$ cat src/rtl/usf_pkg.sv
package usf_pkg;

  // Distance of a slot from the head, walking forward around the ring.
  function automatic int ring_off(input int slot, input int head, input int depth);
    if (slot >= head) return slot - head;
    return slot + depth - head;
  endfunction

  // Width of an index that selects one of n items (at least one bit).
  function automatic int idx_bits(input int n);
    return (n > 1) ? $clog2(n) : 1;
  endfunction

endpackage

$ cat src/rtl/usf_rst_sync.sv
module usf_rst_sync (
  input  logic clk,
  input  logic rst_n,
  output logic rst_sync_n
);

  logic meta_q;
  logic hold_q;

  always_ff @(posedge clk or negedge rst_n) begin
    if (!rst_n) begin
      meta_q <= 1'b0;
      hold_q <= 1'b0;
    end else begin
      meta_q <= 1'b1;
      hold_q <= meta_q;
    end
  end

  assign rst_sync_n = hold_q;

endmodule

$ cat src/rtl/usf_store.sv
module usf_store
  import usf_pkg::*;
#(
  parameter int DEPTH = 5,
  parameter int DW    = 32,
  parameter int IW    = 3
) (
  input  logic                clk,
  input  logic                rst_n,
  input  logic                push,
  input  logic [DW-1:0]       push_data,
  input  logic [IW-1:0]       push_src,
  input  logic                pop,
  output logic [DW-1:0]       head_data,
  output logic [IW-1:0]       head_src,
  output logic                empty,
  output logic                full,
  output logic [DEPTH*IW-1:0] slot_src,
  output logic [DEPTH-1:0]    slot_live
);

  localparam int PW = idx_bits(DEPTH);
  localparam int CW = $clog2(DEPTH + 1);

  logic [DW-1:0] pay_q [DEPTH];
  logic [IW-1:0] src_q [DEPTH];

  logic [PW-1:0] head_q, head_d;
  logic [PW-1:0] tail_q, tail_d;
  logic [CW-1:0] cnt_q,  cnt_d;

  function automatic logic [PW-1:0] bump(input logic [PW-1:0] p);
    if (p == PW'(DEPTH - 1)) return '0;
    return p + 1'b1;
  endfunction

  // next-state
  always_comb begin
    head_d = head_q;
    tail_d = tail_q;
    cnt_d  = cnt_q;
    if (push) tail_d = bump(tail_q);
    if (pop)  head_d = bump(head_q);
    unique case ({push, pop})
      2'b10:   cnt_d = cnt_q + CW'(1);
      2'b01:   cnt_d = cnt_q - CW'(1);
      default: cnt_d = cnt_q;
    endcase
  end

  // pointer and count registers
  always_ff @(posedge clk or negedge rst_n) begin
    if (!rst_n) begin
      head_q <= '0;
      tail_q <= '0;
      cnt_q  <= '0;
    end else begin
      head_q <= head_d;
      tail_q <= tail_d;
      cnt_q  <= cnt_d;
    end
  end

  // storage slots, written with an explicit enable and no reset
  for (genvar j = 0; j < DEPTH; j++) begin : g_slot
    logic wr_en;
    assign wr_en = push && (tail_q == PW'(j));
    always_ff @(posedge clk) begin
      if (wr_en) begin
        pay_q[j] <= push_data;
        src_q[j] <= push_src;
      end
    end
    assign slot_src[j*IW +: IW] = src_q[j];
  end

  // a slot is live when its distance from the head is below the count
  always_comb begin
    for (int j = 0; j < DEPTH; j++) begin
      slot_live[j] = ring_off(j, int'(head_q), DEPTH) < int'(cnt_q);
    end
  end

  assign head_data = pay_q[head_q];
  assign head_src  = src_q[head_q];
  assign empty     = (cnt_q == '0);
  assign full      = (cnt_q == CW'(DEPTH));

endmodule

$ cat src/rtl/usf_owner_mask.sv
module usf_owner_mask #(
  parameter int N_IN  = 5,
  parameter int DEPTH = 5,
  parameter int IW    = 3
) (
  input  logic [DEPTH*IW-1:0] slot_src,
  input  logic [DEPTH-1:0]    slot_live,
  output logic [N_IN-1:0]     owned
);

  for (genvar i = 0; i < N_IN; i++) begin : g_src
    logic [DEPTH-1:0] hit;
    for (genvar j = 0; j < DEPTH; j++) begin : g_cmp
      assign hit[j] = slot_live[j] && (slot_src[j*IW +: IW] == IW'(i));
    end
    assign owned[i] = |hit;
  end

endmodule

$ cat src/rtl/usf_pick.sv
module usf_pick #(
  parameter int N_IN = 5,
  parameter int IW   = 3
) (
  input  logic [N_IN-1:0] req,
  input  logic [N_IN-1:0] block,
  output logic [N_IN-1:0] grant,
  output logic [IW-1:0]   grant_idx,
  output logic            grant_any
);

  logic [N_IN-1:0] elig;
  assign elig = req & ~block;

  always_comb begin
    logic taken;
    taken     = 1'b0;
    grant     = '0;
    grant_idx = '0;
    for (int i = 0; i < N_IN; i++) begin
      if (elig[i] && !taken) begin
        grant[i]  = 1'b1;
        grant_idx = IW'(i);
      end
      taken = taken | elig[i];
    end
  end

  assign grant_any = |elig;

endmodule

$ cat src/rtl/uniq_src_fifo.sv
module uniq_src_fifo
  import usf_pkg::*;
#(
  parameter int N_IN  = 5,
  parameter int DEPTH = 5,
  parameter int DW    = 32
) (
  input  logic              clk,
  input  logic              rst_n,
  input  logic [N_IN-1:0]   in_valid,
  input  logic [N_IN*DW-1:0] in_data,
  output logic [N_IN-1:0]   in_ready,
  output logic              out_valid,
  output logic [DW-1:0]     out_data,
  input  logic              out_ready
);

  localparam int IW = idx_bits(N_IN);

  logic                rst_sync_n;
  logic [N_IN-1:0]     owned;
  logic [N_IN-1:0]     grant;
  logic [IW-1:0]       grant_idx;
  logic                grant_any;
  logic                push;
  logic                pop;
  logic                empty;
  logic                full;
  logic [DW-1:0]       head_data;
  logic [IW-1:0]       head_src;
  logic [DEPTH*IW-1:0] slot_src;
  logic [DEPTH-1:0]    slot_live;

  usf_rst_sync u_rst (
    .clk        (clk),
    .rst_n      (rst_n),
    .rst_sync_n (rst_sync_n)
  );

  usf_owner_mask #(.N_IN(N_IN), .DEPTH(DEPTH), .IW(IW)) u_mask (
    .slot_src  (slot_src),
    .slot_live (slot_live),
    .owned     (owned)
  );

  usf_pick #(.N_IN(N_IN), .IW(IW)) u_pick (
    .req       (in_valid),
    .block     (owned),
    .grant     (grant),
    .grant_idx (grant_idx),
    .grant_any (grant_any)
  );

  assign push = grant_any && !full;
  assign pop  = out_valid && out_ready;

  usf_store #(.DEPTH(DEPTH), .DW(DW), .IW(IW)) u_store (
    .clk       (clk),
    .rst_n     (rst_sync_n),
    .push      (push),
    .push_data (in_data[grant_idx*DW +: DW]),
    .push_src  (grant_idx),
    .pop       (pop),
    .head_data (head_data),
    .head_src  (head_src),
    .empty     (empty),
    .full      (full),
    .slot_src  (slot_src),
    .slot_live (slot_live)
  );

  assign in_ready  = grant & {N_IN{!full}};
  assign out_valid = !empty;
  assign out_data  = head_data;

endmodule

$ cat config.mk
export PLATFORM = sky130hd
export DESIGN_NAME = uniq_src_fifo
export DESIGN_NICKNAME = d
export VERILOG_FILES = /design/src/rtl/usf_pkg.sv /design/src/rtl/usf_rst_sync.sv /design/src/rtl/usf_store.sv /design/src/rtl/usf_owner_mask.sv /design/src/rtl/usf_pick.sv /design/src/rtl/uniq_src_fifo.sv
export SDC_FILE = /design/constraint.sdc
export NUM_CORES = 1
export LEC_CHECK = 0
export BUFFER_PORTS_ARGS = -buffer_cell sky130_fd_sc_hd__buf_4
export CELL_PAD_IN_SITES_DETAIL_PLACEMENT = 1
export CELL_PAD_IN_SITES_GLOBAL_PLACEMENT = 1
export CORE_MARGIN = 2
export CORE_UTILIZATION = 39
export DETAILED_ROUTE_END_ITERATION = 6
export GPL_ROUTABILITY_DRIVEN = 0
export GPL_TIMING_DRIVEN = 0
export PLACE_DENSITY_LB_ADDON = 0.08
export SLEW_MARGIN = 20
export SYNTH_ARGS = -nofsm -noshare
export SYNTH_HDL_FRONTEND = slang
export SYNTH_SLANG_ARGS = --single-unit
$ cat constraint.sdc
create_clock -name clk -period 3.88 [get_ports clk]
set_input_delay 0.194 -clock clk [delete_from_list [all_inputs] [get_ports clk]]
set_output_delay 0.194 -clock clk [all_outputs]
set_load 0.05 [all_outputs]
### Word-level counts from Yosys, hierarchy flattened

Memories as Yosys holds them, arrays and structs flattened.
Cells that the tools add are included.

| cells by class | value |
|---|---|
| magnitude comparators | 10 |
| bitwise logic cells | 6 |
| shifts and indexed selects | 1 |
| add/subtract/negate cells | 14 |
| reductions and logical operators | 64 |
| equality and inequality tests | 28 |
| mux-type cells | 67 |

Operators with widths:

| operator | count |
|---|---|
| 32-bit 2-to-1 mux | 14 |
| 32-bit by 4-bit less-than comparator with 1-bit output | 5 |
| 160-bit by 9-bit indexed part select with 32-bit output | 1 |
| 32-bit OR reduction | 4 |
| 3-bit 2-to-1 mux | 17 |
| 3-bit by 2-bit equality test with 1-bit output (second input constant) | 12 |
| 1-bit logical AND | 36 |
| 1-bit 2-to-1 mux | 33 |
| 5-bit OR reduction | 6 |
| 3-bit equality test (second input constant) | 8 |
| 3-bit logical NOT | 7 |
| 3-bit by 1-bit equality test with 1-bit output (second input constant) | 6 |
| 3-bit by 3-bit subtractor with 4-bit output (first input constant) | 4 |
| 3-bit OR reduction | 4 |
| 5-bit AND | 2 |
| 4-bit by 3-bit subtractor with 5-bit output (first input constant) | 2 |
| 3-bit by 1-bit adder with 3-bit output (second input constant) | 3 |
| 1-bit by 3-bit subtractor with 4-bit output (first input constant) | 2 |
| 2-bit by 3-bit subtractor with 4-bit output (first input constant) | 2 |
| 1-bit by 3-bit greater-or-equal comparator with 1-bit output (first input constant) | 2 |
| 2-bit by 3-bit greater-or-equal comparator with 1-bit output (first input constant) | 2 |
| 1-bit logical NOT | 6 |
| 3-bit case mux with 2 select lines | 1 |
| 5-bit NOT | 1 |
| 7 further kinds | 10 |

| storage, ports and cells | value |
|---|---|
| memories | 2 |
| input port bits | 168 |
| bits in writable memories | 175 |
| output and inout port bits | 38 |
| register bits after elaboration | 11 |
| logic and storage cells | 197 |

Memories:

| memory | depth | bits a word | rd ports | clocked after Yosys merged registers in | write ports | RTL line | text |
|---|---|---|---|---|---|---|---|
| u_store.pay_q | 5 | 32 | 1 | 0 | 1 | usf_store.sv:25 | `logic [DW-1:0] pay_q [DEPTH];` |
| u_store.src_q | 5 | 3 | 5 | 0 | 1 | usf_store.sv:26 | `logic [IW-1:0] src_q [DEPTH];` |

### Depth between registers and ports, before layout

| logic depth | value |
|---|---|
| depth in word-level cells | 19 |
| gate-level depth with buffers | 23 |
| gate-level depth less buffers | 19 |

### Modules after synthesis

From an unflattened synthesis, not the netlist that was laid out.

| second synthesis, totals | value |
|---|---|
| cell total of the unflattened synthesis | 680 |
| area, all modules | 9,599.2 sq um |

Modules (own cells, without submodules):

| module | cells each | area an instance (sq um) | instances |
|---|---|---|---|
| usf_store | 466 | 7,719.9 | 1 |
| uniq_src_fifo | 158 | 1,413.9 | 1 |
| usf_owner_mask | 37 | 276.5 | 1 |
| usf_pick | 16 | 135.1 | 1 |
| usf_rst_sync | 3 | 53.8 | 1 |

### Least setup slack after synthesis

No wires, ideal clock.

| path | value |
|---|---|
| path type | reg2reg |
| from | register u_store.head_q[1] |
| to | memory u_store.pay_q[0][0], enable pin |
| cell stages (with the launch flop) | 16 |
| period minus slack after synthesis | 6.908 ns |
| data required time | 3.402 ns |
| buffers on the path | 4 |
| arrival time | 6.430 ns |
| setup slack | -3.028 ns |
| cells stage by stage | dfrtp_1 > clkbuf_1 > clkbuf_1 > inv_1 > ha_1 > inv_1 > ha_1 > mux2_2 > ha_1 > a41o_1 > o211ai_1 > or4b_2 > buf_2 > a41o_1 > buf_6 > nor3b_1 |

| on the way | value |
|---|---|
| elaborated cells between the ends (all ways) | 96 |
| those cells by class | add/sub: 10; order compare: 10; mux: 33; bitwise: 2; reduce/logical: 41 |

RTL lines:

| what | RTL line | text |
|---|---|---|
| start: declaration | usf_store.sv:28 | `logic [PW-1:0] head_q, head_d;` |
| start signal: assignment | usf_store.sv:54 | `head_q <= '0;` |
| start signal: assignment | usf_store.sv:58 | `head_q <= head_d;` |
| 1-bit by 3-bit subtractor with 4-bit output (tied with other cells) | usf_pkg.sv:5 | `if (slot >= head) return slot - head;` |
| 32-bit 2-to-1 mux or 1-bit 2-to-1 mux (tied branches) | usf_pkg.sv:5 |  |
| 32-bit 2-to-1 mux | usf_pkg.sv:6 | `return slot + depth - head;` |
| 32-bit by 4-bit less-than comparator with 1-bit output | usf_store.sv:80 | `slot_live[j] = ring_off(j, int'(head_q), DEPTH) < int'(cnt_q);` |
| 1-bit logical AND | usf_owner_mask.sv:14 | `assign hit[j] = slot_live[j] && (slot_src[j*IW +: IW] == IW'(i));` |
| 5-bit OR reduction | usf_owner_mask.sv:16 | `assign owned[i] = \|hit;` |
| 5-bit NOT (*) | usf_pick.sv:13 | `assign elig = req & ~block;` |
| 5-bit AND (*) | usf_pick.sv:13 |  |
| 5-bit OR reduction (*) | usf_pick.sv:29 | `assign grant_any = \|elig;` |
| 1-bit logical AND (*) | uniq_src_fifo.sv:54 | `assign push = grant_any && !full;` |
| 1-bit logical AND (*) | usf_store.sv:67 | `assign wr_en = push && (tail_q == PW'(j));` |
| via u_store.g_slot[0].wr_en | usf_store.sv:66 | `logic wr_en;` |
| 1-bit 2-to-1 mux (*) | usf_store.sv:69 | `if (wr_en) begin` |
| 1-bit 2-to-1 mux (implied by the code) (*) | usf_store.sv:70 | `pay_q[j] <= push_data;` |
| 1-bit 2-to-1 mux (no source line) (*) (4 in series) | n/a |  |
| end: declaration | usf_store.sv:25 |  |

Mark *: on every way through the listed nets, which the timed path passes. The rest lies on a longest branch.

### Final worst setup path

| path | value |
|---|---|
| from | register u_store.head_q[2] |
| to | memory u_store.pay_q[2][3], enable pin |

| on the way | value |
|---|---|
| elaborated cells between the ends (all ways) | 96 |
| those cells by class | add/sub: 10; order compare: 10; mux: 33; bitwise: 2; reduce/logical: 41 |

RTL lines:

| what | RTL line |
|---|---|
| 1-bit by 3-bit subtractor with 4-bit output (tied with other cells) | usf_pkg.sv:5 |
| 32-bit 2-to-1 mux or 1-bit 2-to-1 mux (tied branches) | usf_pkg.sv:5 |
| 32-bit 2-to-1 mux | usf_pkg.sv:6 |
| 32-bit by 4-bit less-than comparator with 1-bit output | usf_store.sv:80 |
| 1-bit logical AND | usf_owner_mask.sv:14 |
| 5-bit OR reduction | usf_owner_mask.sv:16 |
| 5-bit NOT (*) | usf_pick.sv:13 |
| 5-bit AND (*) | usf_pick.sv:13 |
| 5-bit OR reduction (*) | usf_pick.sv:29 |
| 1-bit logical AND (*) | uniq_src_fifo.sv:54 |
| 1-bit logical AND (*) | usf_store.sv:67 |
| via u_store.g_slot[2].wr_en | usf_store.sv:66 |
| 1-bit 2-to-1 mux (*) | usf_store.sv:69 |
| 1-bit 2-to-1 mux (implied by the code) (*) | usf_store.sv:70 |
| 32-bit OR reduction (no source line) | n/a |
| 3-bit 2-to-1 mux (no source line) or 1-bit 2-to-1 mux (tied branches) (3 in series) | n/a |

Marks and branches as above.

==> metrics <==
Worst-path clk slew 0.08 ns; Critical Path Start Type flip-flop; Root Buffer clkbuf_16; cell taking the most area after synthesis edfxtp_1; RSZ-0062 raised after global routing yes; port bufs roughly 200; slew margin rel. between 30 and 40%; post-synthesis register bit count 186; Synth Area in Simple Gates 14.5%; outcome complete, but fails checks; FILL cells 2326; die area around 26000 sq um; Tot GR Track Use between 20% and 30%; Rows 57; Worst R2R Setup Slack -0.55 ns; GRT overflow 0; CP Data Required Time 4.04 ns; Synth Area in Compound Gates 9.77%; H-tree depth 4; Post-DP HPWL roughly 24 mm; footprint of the multi-input gates 4970 sq um; Ys Warns 0; Main synth FF type edfxtp_1; setup tns final -145.03 ns; CTS buffer count 17; vias 8781; Hold Path Class input port to async pin; synth top area cells edfxtp_1 55%, mux4_2 7.5%, nand2_1 5.9%; final WL 43.1 mm; initial antenna violation count 1; starting density of the core 39.5%; count leader, synth edfxtp_1; initial DRC count a little over 800; Critical Path End Type flip-flop; vias per inst between 5 and 6; core area about 24000 sq um; Hold WS 0.0620 ns; Post-synth ARST share under 10%; syn nets roughly 990; min Tclk post-route 4.43 ns; Final Max Slew Viols 0; number of nets in the layout ~1300; Die Ht between 150 and 200 um; Post-Synth XOR/XNOR Area less than 1%; post-synth top area share a little over half; clk buf depth 2; synthesis-to-finish area growth 63.5%; CTS tree built; CP Max Fanout 9; Unique masters post-synth 62; period utilization 114%; FF+latch area 5530 sq um; crit path DAT 4.59 ns; mapped cell area 9580 sq um; clock sinks 186; mux contribution to synthesized area under 10%; Worst-Skew Late Latency 0.46 ns; post-synthesis adder-cell area fraction under 10%; maxcap violations 0; failing checks negative setup slack; IO Count 206; final setup skew 0.0203 ns; Post-synth EDFFs 175; Crit Path Class flip-flop to flip-flop; post-route DRC violation count 0; post-synthesis sequential area ratio between 50% and 60%; Antenna Nets Post-Route 0; DP Area approximately 12000 sq um; Setup Viol. Count Final 350; Mapped Cells a little under 800; Mapped Avg Cell Area approximately 12 sq um; Fmax 0.226 GHz; largest net degree at the start of global routing 22; layout cell share with drive strength beyond 1 52.1%; Worst Tran Pin Value 0.984 ns; vias in the first global route 9134; final setup margin -0.549 ns; 1st-pass router iterations 5; WL/cell 29.1 um; chip width 161 um; most instantiated cells after synthesis 175 x edfxtp_1, 150 x nand2_1, 51 x inv_1, 44 x o21ai_0, 40 x nor3_1; largest family of logic cells by synthesized area simple AND/OR/NAND/NOR gates; worst reg-to-reg path cell count 22; Final Hold Violating Endpoints 0; global-route wire length before repair approximately 57 mm; Design Area, Final approximately 16000 sq um
[area by class of cell]
| type | count | share of cell area [%] |
|---|---|---|
| multi-input cells | 501 | 31.8 |
| inverters | 53 | 1.48 |
| clock buffers | 17 | 2.72 |
| diodes | 1 | 0.0160 |
| repair buffers | 335 | 21.4 |
| clock inverters | 15 | 1.09 |
| well taps | 324 | 2.59 |
| plain buffers | 49 | 3.62 |
| flip-flops and latches | 186 | 35.3 |
[timing repair]
action	CTS	global route
endpoints found under the hold margin	2	0
pin swaps	78	62
endpoints found under the setup margin	361	361
gates cloned	7	13
setup buffers	62	41
resized for setup	280	122
hold buffers	1	0
[registers in the layout, indices dropped and copies added, names as in the netlist]
| register | flops |
|---|---|
| u_rst.rst_sync_n | 1 |
| u_store.pay_q | 160 |
| u_store.src_q | 15 |
| u_store.cnt_q | 3 |
| u_store.head_q | 3 |
| u_rst.meta_q | 1 |
| u_store.tail_q | 3 |
[critical path, stage by stage, from the launching register on]
cell and delay [ns]:
dfrtp_2 0.40, buf_8 0.13, clkinv_8 0.04, clkbuf_16 0.15, buf_4 0.14, ha_4 0.23
nand2_1 0.06, o21ai_1 0.07, ha_1 0.28, o21ai_1 0.06, a32o_2 0.28, buf_6 0.13
nor2_1 0.21, nor4_2 0.10, or4b_4 0.54, buf_12 0.16, a41o_1 0.25, buf_8 0.15
buf_12 0.12, nor3b_4 0.19, buf_6 0.16, buf_8 0.14, buf_12 0.14
[stage by stage]
stage	utilization, %	worst slack [ns]	std cells
after CTS	60.3	-0.405	1434
final	64.6	-0.549	1481
after global placement	48.5	-1.93	1322
after detailed placement	49.3	-1.58	1334
after global routing	64.6	-0.734	1480
after floorplan	-	-0.628	793
[metal layers]
layer  vias up  global-route usage, %  wire length, um
met3       120                   8.08             2930
met1      4501                   36.7            16700
li1       3715                      -                -
met5         -                      0                0
met4         0                   12.7             1840
met2       445                   50.1            21700
[cells in the final DEF, fill, tap and decap left out, drive strengths merged, types with 4 or more instances in the layout]
master	count
edfxtp	175
nand2	150
inv	61
nor3	40
o211ai	4
buf	345
nor2	21
o21ai	45
ha	31
mux2i	5
mux4	32
a21oi	4
clkinv	7
nor3b	37
a31oi	33
nor4b	5
clkbuf	55
o221ai	34
xnor2	4
dfrtp	11
[cells by family after synthesis]
family	after synthesis
AO/OA/AOI/OAI	137
XOR/XNOR	7
adder cells (fa/ha/maj)	32
buffers and inverters	106
flip-flops	186
multiplexers	40
other	1
AND/OR/NAND/NOR	284
[final timing paths]
path                                        to               from
max                        u_store.pay_q[2][3]  u_store.head_q[2]
min                               u_rst.meta_q              rst_n
max reg2reg                u_store.pay_q[2][3]  u_store.head_q[2]
min reg2reg                   u_store.cnt_q[2]   u_rst.rst_sync_n
max in group asynchronous    u_store.head_q[2]   u_rst.rst_sync_n
min in group clk             u_store.head_q[0]          out_ready
Power is left out: the tool's default activity adds up to more than one toggle a clock period on the data nets, which glitch-free logic cannot reach.
